`config.mk`:
```
export PLATFORM = sky130hd
export DESIGN_NAME = flash_erase_front
export DESIGN_NICKNAME = d
export VERILOG_FILES = /design/src/rtl/flash_erase_pkg.sv /design/src/rtl/spi_pin_sync.sv /design/src/rtl/spi_frame_rx.sv /design/src/rtl/erase_ctrl.sv /design/src/rtl/flash_erase_front.sv
export SDC_FILE = /design/constraint.sdc
export NUM_CORES = 1
export LEC_CHECK = 0
export ABC_AREA = 1
export ABC_CLOCK_PERIOD_IN_PS = 3700
export BUFFER_PORTS_ARGS = -buffer_cell sky130_fd_sc_hd__buf_2
export CAP_MARGIN = 15
export CORE_MARGIN = 3
export CORE_UTILIZATION = 56
export DETAILED_ROUTE_END_ITERATION = 8
export GPL_ROUTABILITY_DRIVEN = 0
export PLACE_DENSITY = 0.71
export SLEW_MARGIN = 10
export SYNTH_ARGS = -nofsm -noshare
export SYNTH_HDL_FRONTEND = slang
export SYNTH_SLANG_ARGS = --single-unit
export TNS_END_PERCENT = 100
```
`constraint.sdc`:
```
create_clock -name clk -period 3.7 [get_ports clk]
set_input_delay 0.74 -clock clk [delete_from_list [all_inputs] [get_ports clk]]
set_output_delay 0.74 -clock clk [all_outputs]
set_load 0.01 [all_outputs]
```
`src/rtl/flash_erase_pkg.sv`:
```
package flash_erase_pkg;
  localparam logic [7:0] OPC_WREN   = 8'h06;
  localparam logic [7:0] OPC_RDSR   = 8'h05;
  localparam logic [7:0] OPC_BERASE = 8'hD8;
  localparam int BLK_W       = 8;
  localparam int CMD_BITS    = 8;
  localparam int ERASE_BITS  = 32;
  localparam int FRAME_CNT_W = 6;

  // Protected-range test: level 0 none, level 7 all, else 2^(lvl-1) blocks
  // at the low end (tb=1) or at the high end (tb=0).
  function automatic logic blk_protected(input logic tb, input logic [2:0] lvl,
                                         input logic [BLK_W-1:0] blk);
    logic [BLK_W:0] span;
    logic res;
    span = '0;
    if (lvl == 3'd0) begin
      res = 1'b0;
    end else if (lvl == 3'd7) begin
      res = 1'b1;
    end else begin
      span = (BLK_W+1)'(1) << (lvl - 3'd1);
      if (tb) res = ({1'b0, blk} < span);
      else    res = ({1'b0, blk} >= ((BLK_W+1)'(1) << BLK_W) - span);
    end
    return res;
  endfunction

  function automatic logic [7:0] status_byte(input logic busy, input logic wel,
                                             input logic tb, input logic [2:0] lvl);
    return {2'b00, tb, lvl, wel, busy};
  endfunction
endpackage

```
`src/rtl/spi_pin_sync.sv`:
```
module spi_pin_sync #(
  parameter int STAGES = 2
) (
  input  logic clk,
  input  logic rst_n,
  input  logic sclk_in,
  input  logic cs_n_in,
  input  logic mosi_in,
  output logic sclk_rise,
  output logic sclk_fall,
  output logic cs_rise,
  output logic cs_active,
  output logic mosi_s
);
  localparam int NSIG = 3;
  localparam logic [NSIG-1:0] IDLE_VAL = 3'b010; // cs_n idles high

  logic [NSIG-1:0] raw;
  logic [NSIG-1:0] synced;
  logic sclk_q, cs_q;

  assign raw = {mosi_in, cs_n_in, sclk_in};

  for (genvar g = 0; g < NSIG; g++) begin : g_sync
    logic [STAGES-1:0] ff;
    always_ff @(posedge clk or negedge rst_n) begin
      if (!rst_n) ff <= {STAGES{IDLE_VAL[g]}};
      else        ff <= {ff[STAGES-2:0], raw[g]};
    end
    assign synced[g] = ff[STAGES-1];
  end

  always_ff @(posedge clk or negedge rst_n) begin
    if (!rst_n) begin
      sclk_q <= 1'b0;
      cs_q   <= 1'b1;
    end else begin
      sclk_q <= synced[0];
      cs_q   <= synced[1];
    end
  end

  assign sclk_rise = synced[0] & ~sclk_q;
  assign sclk_fall = ~synced[0] & sclk_q;
  assign cs_rise   = synced[1] & ~cs_q;
  assign cs_active = ~synced[1];
  assign mosi_s    = synced[2];
endmodule

```
`src/rtl/spi_frame_rx.sv`:
```
module spi_frame_rx
  import flash_erase_pkg::*;
(
  input  logic                   clk,
  input  logic                   rst_n,
  input  logic                   sclk_rise,
  input  logic                   sclk_fall,
  input  logic                   cs_active,
  input  logic                   mosi,
  input  logic [7:0]             status,
  output logic [7:0]             frame_opc,
  output logic [BLK_W-1:0]       frame_blk,
  output logic [FRAME_CNT_W-1:0] frame_bits,
  output logic                   miso
);
  localparam logic [FRAME_CNT_W-1:0] CNT_MAX = '1;

  logic [23:0] addr_sr;
  logic [2:0]  bit_pos;
  logic        rdsr_q;
  logic [7:0]  out_sr;
  logic [7:0]  opc_next;

  assign opc_next = {addr_sr[6:0], mosi};

  always_ff @(posedge clk or negedge rst_n) begin
    if (!rst_n) begin
      addr_sr    <= '0;
      bit_pos    <= '0;
      frame_bits <= '0;
      frame_opc  <= '0;
      rdsr_q     <= 1'b0;
      out_sr     <= '0;
    end else if (!cs_active) begin
      bit_pos    <= '0;
      frame_bits <= '0;
      rdsr_q     <= 1'b0;
      out_sr     <= '0;
    end else begin
      if (sclk_rise) begin
        addr_sr <= {addr_sr[22:0], mosi};
        bit_pos <= bit_pos + 3'd1;
        if (frame_bits != CNT_MAX) frame_bits <= frame_bits + 1'b1;
        if (frame_bits == FRAME_CNT_W'(CMD_BITS - 1)) begin
          frame_opc <= opc_next;
          rdsr_q    <= (opc_next == OPC_RDSR);
        end
      end
      if (sclk_fall) begin
        if (rdsr_q && bit_pos == 3'd0) out_sr <= status;
        else                           out_sr <= {out_sr[6:0], 1'b0};
      end
    end
  end

  assign frame_blk = addr_sr[23:16];
  assign miso      = cs_active & out_sr[7];
endmodule

```
`src/rtl/erase_ctrl.sv`:
```
module erase_ctrl
  import flash_erase_pkg::*;
#(
  parameter int ERASE_CYCLES = 1000
) (
  input  logic                   clk,
  input  logic                   rst_n,
  input  logic                   cs_rise,
  input  logic [7:0]             frame_opc,
  input  logic [BLK_W-1:0]       frame_blk,
  input  logic [FRAME_CNT_W-1:0] frame_bits,
  input  logic                   prot_tb,
  input  logic [2:0]             prot_lvl,
  output logic                   wel,
  output logic                   busy,
  output logic                   erase_req,
  output logic [BLK_W-1:0]       erase_blk,
  output logic                   blk_prot
);
  localparam int CNT_W = (ERASE_CYCLES > 2) ? $clog2(ERASE_CYCLES) : 1;
  localparam logic [CNT_W-1:0] CNT_LOAD = CNT_W'(ERASE_CYCLES - 1);

  logic [CNT_W-1:0] remain;
  logic wren_frame, erase_frame, erase_ok;

  assign blk_prot    = blk_protected(prot_tb, prot_lvl, frame_blk);
  assign wren_frame  = (frame_opc == OPC_WREN)   && (frame_bits == FRAME_CNT_W'(CMD_BITS));
  assign erase_frame = (frame_opc == OPC_BERASE) && (frame_bits == FRAME_CNT_W'(ERASE_BITS));
  assign erase_ok    = erase_frame && wel && !blk_prot;

  always_ff @(posedge clk or negedge rst_n) begin
    if (!rst_n) begin
      wel       <= 1'b0;
      busy      <= 1'b0;
      erase_req <= 1'b0;
      erase_blk <= '0;
      remain    <= '0;
    end else begin
      erase_req <= 1'b0;
      if (busy) begin
        if (remain == '0) begin
          busy <= 1'b0;
          wel  <= 1'b0;
        end else begin
          remain <= remain - 1'b1;
        end
      end else if (cs_rise) begin
        if (wren_frame) wel <= 1'b1;
        if (erase_ok) begin
          erase_req <= 1'b1;
          busy      <= 1'b1;
          remain    <= CNT_LOAD;
          erase_blk <= frame_blk;
        end
      end
    end
  end
endmodule

```
`src/rtl/flash_erase_front.sv`:
```
module flash_erase_front
  import flash_erase_pkg::*;
#(
  parameter int ERASE_CYCLES = 1000,
  parameter int SYNC_STAGES  = 2
) (
  input  logic             clk,
  input  logic             rst_n,
  input  logic             spi_sclk,
  input  logic             spi_cs_n,
  input  logic             spi_mosi,
  output logic             spi_miso,
  input  logic             prot_top_bot,
  input  logic [2:0]       prot_level,
  output logic             erase_req,
  output logic [BLK_W-1:0] erase_blk,
  output logic             erase_busy
);
  logic sclk_rise, sclk_fall, cs_rise, cs_active, mosi_s;
  logic [7:0] frame_opc;
  logic [BLK_W-1:0] frame_blk;
  logic [FRAME_CNT_W-1:0] frame_bits;
  logic wel_q, busy_q, blk_prot;
  logic [7:0] status;

  assign status     = status_byte(busy_q, wel_q, prot_top_bot, prot_level);
  assign erase_busy = busy_q;

  spi_pin_sync #(.STAGES(SYNC_STAGES)) u_sync (
    .clk(clk), .rst_n(rst_n),
    .sclk_in(spi_sclk), .cs_n_in(spi_cs_n), .mosi_in(spi_mosi),
    .sclk_rise(sclk_rise), .sclk_fall(sclk_fall),
    .cs_rise(cs_rise), .cs_active(cs_active), .mosi_s(mosi_s)
  );

  spi_frame_rx u_rx (
    .clk(clk), .rst_n(rst_n),
    .sclk_rise(sclk_rise), .sclk_fall(sclk_fall), .cs_active(cs_active),
    .mosi(mosi_s), .status(status),
    .frame_opc(frame_opc), .frame_blk(frame_blk), .frame_bits(frame_bits),
    .miso(spi_miso)
  );

  erase_ctrl #(.ERASE_CYCLES(ERASE_CYCLES)) u_ctrl (
    .clk(clk), .rst_n(rst_n), .cs_rise(cs_rise),
    .frame_opc(frame_opc), .frame_blk(frame_blk), .frame_bits(frame_bits),
    .prot_tb(prot_top_bot), .prot_lvl(prot_level),
    .wel(wel_q), .busy(busy_q), .erase_req(erase_req),
    .erase_blk(erase_blk), .blk_prot(blk_prot)
  );
endmodule

```
== Word-level counts from Yosys, hierarchy flattened ==
Cells that the tools add are included.
Storage, ports and cells
  input port bits: 9
  output and inout bits: 11
  bits in registers: 79
  logic and storage cells: 93
Cells by class
  muxes and demuxes: 27
  $add $sub $neg: 5
  reductions and logical operators: 23
  shifts and indexed selects: 1
  bitwise operators: 9
  equality and inequality tests: 10
  magnitude comparators: 2
Operator list (number)
  $mux 10: 4
  $mux 8: 3
  $mux 6: 3
  $eq 8x3->1 const B: 2
  $mux 1: 15
  $reduce_bool 2->1: 7
  $reduce_and 3->1: 4
  $logic_not 10->1: 1
  $sub 10x1->10 const B: 1
  $ge 8x9->1: 1
  $lt 8x9->1: 1
  $shl 1x3->9 const A: 1
  $sub 9x9->9 const A: 1
  $eq 8x8->1 const B: 1
  $add 6x1->6 const B: 1
  $eq 6x3->1 const B: 1
  $eq 6x4->1 const B: 1
  $eq 6x6->1 const B: 1
  $logic_not 3->1: 2
  $mux 3: 2
  $ne 6x6->1 const B: 1
  $reduce_and 2->1: 3
  $logic_and 1x1->1: 5
  $not 1->1: 5
  6 further kinds: 10

== Longest topological paths before layout ==
  word-level depth: 12
  mapped depth: 25
  mapped depth without buffers: 23

== Cells and area by module ==
Synthesis repeated with hierarchy kept, for this count alone.
Unflattened totals
  cell total of the unflattened synthesis: 523
  area total of the unflattened synthesis: 4280.4 sq um
By module, submodules not included
  spi_frame_rx: sequential area each 1251.2 sq um, area an instance 2274.7 sq um, cells each 264, times used 1
  erase_ctrl: sequential area each 525.5 sq um, area an instance 1775.5 sq um, cells each 244, times used 1
  spi_pin_sync: sequential area each 203.9 sq um, area an instance 226.5 sq um, cells each 14, times used 1
  flash_erase_front: sequential area each 0.0 sq um, area an instance 3.8 sq um, cells each 1, times used 1

== Worst setup path before layout ==
No wires, ideal clock.
  kind: input-to-reg
  start: input prot_level[1]
  end: register u_ctrl.erase_blk[6]
  slack: 570 ps
  setup time: 118 ps
  arrival: 3012 ps
  required time: 3582 ps
  path buffers: 2
  cell stages on the path: 23
  cells stage by stage: buf_6 nor2_4 ha_1 inv_1 nor2_1 nor2_1 inv_1 nor2_1 o21bai_1 ha_1 nand2_1 inv_1 a21oi_1 nor2_1 nor2_1 nand3_1 nand2_1 nand2_1 nand2_2 nand2_4 buf_6 nand2_1 o21ai_2
On the way
  cells in the longest elaborated chain, start to end: 10
  elaborated cells on any way between the ends: 13
  those cells by class: add/sub: 2; order compare: 2; eq/ne: 1; shift: 1; mux: 3; reduce/logical: 4
RTL lines
  start, declared: RTL line flash_erase_front.sv:14  | input logic [2:0] prot_level,
  $sub 3x1->3: RTL line flash_erase_pkg.sv:22  | span = (BLK_W+1)'(1) << (lvl - 3'd1);
  $shl 1x3->9: RTL line flash_erase_pkg.sv:22
  $sub 9x9->9: RTL line flash_erase_pkg.sv:24  | else res = ({1'b0, blk} >= ((BLK_W+1)'(1) << BLK_W) - span);
  $ge 8x9->1: RTL line flash_erase_pkg.sv:24
  $mux 1: RTL line flash_erase_pkg.sv:23  | if (tb) res = ({1'b0, blk} < span);
  $mux 1: RTL line flash_erase_pkg.sv:19  | end else if (lvl == 3'd7) begin
  $mux 1 *: RTL line flash_erase_pkg.sv:17  | if (lvl == 3'd0) begin
  $logic_not 1->1 *: RTL line erase_ctrl.sv:29  | assign erase_ok = erase_frame && wel && !blk_prot;
  $logic_and 1x1->1 *: RTL line erase_ctrl.sv:29
  $reduce_and 3->1 (no source line) *
  end signal, assigned: RTL line erase_ctrl.sv:53  | erase_blk <= frame_blk;
  end, declared: RTL line erase_ctrl.sv:17  | output logic [BLK_W-1:0] erase_blk,
Every way passes the cells marked *; elsewhere a longest branch is shown, timed or not.
A chain may end at the register's enable or synchronous reset.

== Worst setup path after layout ==
  start: input prot_level[1]
  end: register u_ctrl.remain[3]
On the way
  cells in the longest elaborated chain, start to end: 11
  elaborated cells on any way between the ends: 14
  those cells by class: add/sub: 2; order compare: 2; eq/ne: 1; shift: 1; mux: 3; reduce/logical: 5
RTL lines
  $sub 3x1->3: RTL line flash_erase_pkg.sv:22
  $shl 1x3->9: RTL line flash_erase_pkg.sv:22
  $sub 9x9->9: RTL line flash_erase_pkg.sv:24
  $ge 8x9->1: RTL line flash_erase_pkg.sv:24
  $mux 1: RTL line flash_erase_pkg.sv:23
  $mux 1: RTL line flash_erase_pkg.sv:19
  $mux 1 *: RTL line flash_erase_pkg.sv:17
  $logic_not 1->1 *: RTL line erase_ctrl.sv:29
  $logic_and 1x1->1 *: RTL line erase_ctrl.sv:29
  $reduce_bool 2->1 (no source line) *
  $reduce_and 3->1 (no source line) *
  end signal, assigned: RTL line erase_ctrl.sv:45  | remain <= remain - 1'b1;
  end, declared: RTL line erase_ctrl.sv:23  | logic [CNT_W-1:0] remain;
Marks and branches as above.

==> summary.txt <==
Min path
  – Min-delay src: u_sync.g_sync[2].ff[0]
  – HP Class: register to register

Placed design
  – Placed Instances: 590
  – Post-Place Setup Slack: about 0.15 ns
  – Detailed placer's ending HPWL: approximately 5500 µm
  – Area of placed instances: approximately 4200 µm²
  – Port buffer count: 19

Clock network
  – Clk slew on worst S/H paths: 0.08 ns
  – CTS Buffer Depth: 2
  – Setup repair bufs after CTS: 0
  – Clk sink count: 79
  – Clock Latency Late Sink: 0.35 ns
  – # H-tree levels: 3
  – CTS tree: built
  – Gates resized, CTS repair: 0
  – Clock Tree Root: clkbuf_8
  – Cts hold-fix bufs: 0
  – CTS Buf Count: 9

Final layout
  – Final Core Density: 0.636
  – Non-Filler Instances: 606
  – Design area: 4370 µm²
  – # diodes: 0
  – Nets: 536
  – Area Overhead vs Synth: 8.61%
  – Layout cells sized above 1: 0.112
  – Fillers: 610

STA
  – Max Fclk: approximately 310 MHz
  – Fin worst setup slack: between 0.5 and 0.6 ns
  – RSZ-0062 raised after global routing: no
  – Final setup viols: 0
  – Total negative slack: 0 ns
  – Slew headroom: 0.358
  – Layout Skew: approximately 0.0079 ns
  – Slew Viols, Final: 0
  – Hold WS: 0.353 ns
  – Period minus WS final: roughly 3.2 ns
  – Final hold violation count: 0
  – Crit share post-route: 0.859
  – Slew @ Worst Pin: ~0.96 ns

Floorplan
  – Num rows: 30
  – IO Pins: 20
  – Initial core utilization: 0.586
  – Core area: slightly below 7000 µm²
  – Die ar.: 8240 µm²
  – DIE HEIGHT: around 91 µm
  – Die X: approximately 90 µm

Setup path
  – Worst setup SP type: primary input
  – WP data required: ~4 ns
  – Crit. End Element: register
  – Crit path max fanout: 26
  – Critical path class: primary input to register
  – Worst EP arrival: 3.46 ns
  – R2r startpoint: u_rx.addr_sr[20]
  – CP startpoint: prot_level[1]

Synthesis
  – Mean Syn Cell Area: 8.26 µm²
  – Post-synth top area share: 0.473
  – Leading post-synthesis cells by cell area: dfrtp_1 47%, nand2_1 12%, ha_1 6.8%
  – Synthesis Warnings: 0
  – Sequential area share after synthesis: 0.492
  – Mapped Area: around 4000 µm²
  – Synth Register Bits: between 70 and 80
  – Yosys cell types: 35
  – Post-Syn Instances: 487
  – Syn Nets: slightly above 500
  – Top cell type by total area after synthesis: dfrtp_1

GRT
  – Gr usage total: 0.199
  – Vias in the first global route: 2,917
  – Initial antenna violation count: 0
  – Grt total ovfl: 0
  – Largest net degree at the start of global routing: 80
  – First-pass GRT wire length: between 10,000 and 15,000 µm

Detailed routing
  – Pre-antenna DRT Iters: 4
  – Total wire length: around 7600 µm
  – Via count: 3,087
  – ANT nets after route: 0
  – Remaining DRCs: 0
  – Average wire per standard cell: roughly 13 µm
  – Vias per cell: 5.09
  – Initial DRC Count: roughly 150

Power and ir drop
  – Worst vdd ir: about 0.00028 V
  – Final Power: between 1.5 and 2 mW
  – Leakage: around 2.2 nW
  – Pwr Density: about 400 nW/µm²

Outcome
  – Status: complete, no violations

Flow run
  – Max-cap violations: 0
registers in the layout, indices dropped and copies added (netlist names), 3 cells and up:
signal            cells
u_rx.frame_opc        8
u_ctrl.erase_blk      8
u_sync.g_sync.ff      6
u_ctrl.remain        10
u_rx.addr_sr         24
u_rx.frame_bits       6
u_rx.bit_pos          3
u_rx.out_sr           8
power breakdown:
part | switching [mW] | internal, mW
Sequential | 0.0247 | 0.899
Clock | 0.326 | 0.319
Combinational | 0.0991 | 0.0456
Total | 0.450 | 1.26
routing by layer:
| metal | part of all wire | global-route usage | vias to the layer above |
|---|---|---|---|
| met1 | 0.50 | 0.281 | 1430 |
| li1 | - | - | 1601 |
| met3 | 0.041 | 0.0467 | 12 |
| met2 | 0.44 | 0.300 | 44 |
| met5 | 0 | 0 | - |
| met4 | 0.015 | 0.0753 | 0 |
synthesized netlist by cell type, drive strengths merged:
cell	count
o41ai	1
nand2	132
o22ai	3
dfrtp	76
a21oi	17
buf	7
nor4	3
xor2	1
inv	76
nor3	5
o21ai	56
o32ai	1
dfstp	3
o31ai	1
ha	22
clkbuf	6
or3	1
nor2	32
o21bai	1
a311oi	1
o211ai	1
nand3	37
nand4	4
worst max-delay path: stages:
cell	delay (ns)
buf_2	0.18
nor2_4	0.09
ha_1	0.34
inv_1	0.09
nor2_1	0.18
nor2_1	0.06
inv_1	0.07
nor2_1	0.05
o21bai_1	0.16
ha_1	0.31
nand2_1	0.09
inv_1	0.04
a21oi_1	0.14
nor2_1	0.06
nor2_1	0.08
nand3_1	0.07
nand2_1	0.06
nand2_1	0.06
nand2_2	0.07
nand2_4	0.19
nand2_4	0.20
nand2_1	0.08
nand2_1	0.06
cell families after synthesis:
| group | after synthesis | share of synthesized area |
|---|---|---|
| adder cells (fa/ha/maj) | 22 | 0.0684 |
| AO/OA/AOI/OAI | 82 | 0.114 |
| buffers and inverters | 89 | 0.0917 |
| AND/OR/NAND/NOR | 214 | 0.231 |
| flip-flops | 79 | 0.492 |
| XOR/XNOR | 1 | 0.00218 |
final timing paths:
| check | slack (ns) | end | cells past startpoint |
|---|---|---|---|
| max | 0.52 | u_ctrl.remain[3] | 23 |
| min | 0.35 | u_sync.g_sync[2].ff[1] | 0 |
| max reg2reg | 1.48 | u_ctrl.remain[3] | 15 |
| min reg2reg | 0.35 | u_sync.g_sync[2].ff[1] | 0 |
| max in group asynchronous | 2.54 | u_ctrl.erase_blk[2] | 1 |
| min in group asynchronous | 0.53 | u_sync.g_sync[0].ff[0] | 1 |
cell usage in the layout, fill, tap and decap left out, drive strengths merged, types with 4 or more instances in the layout:
| master | n |
|---|---|
| ha | 22 |
| buf | 20 |
| dfrtp | 76 |
| nor2 | 32 |
| inv | 79 |
| a21oi | 17 |
| nor3 | 5 |
| nand2 | 132 |
| nand4 | 4 |
| o21ai | 56 |
| nand3 | 37 |
| clkbuf | 9 |
area by class of cell:
class	count	area (µm²)	share of cell area
flip-flops and latches	79	1980	0.453
multi-input cells	319	1680	0.384
repair buffers	20	105	0.0240
well taps	96	120	0.0275
clock inverters	7	78.8	0.0180
inverters	76	285	0.0653
clock buffers	9	124	0.0283
No activity file was read; power rests on OpenSTA's default activity.
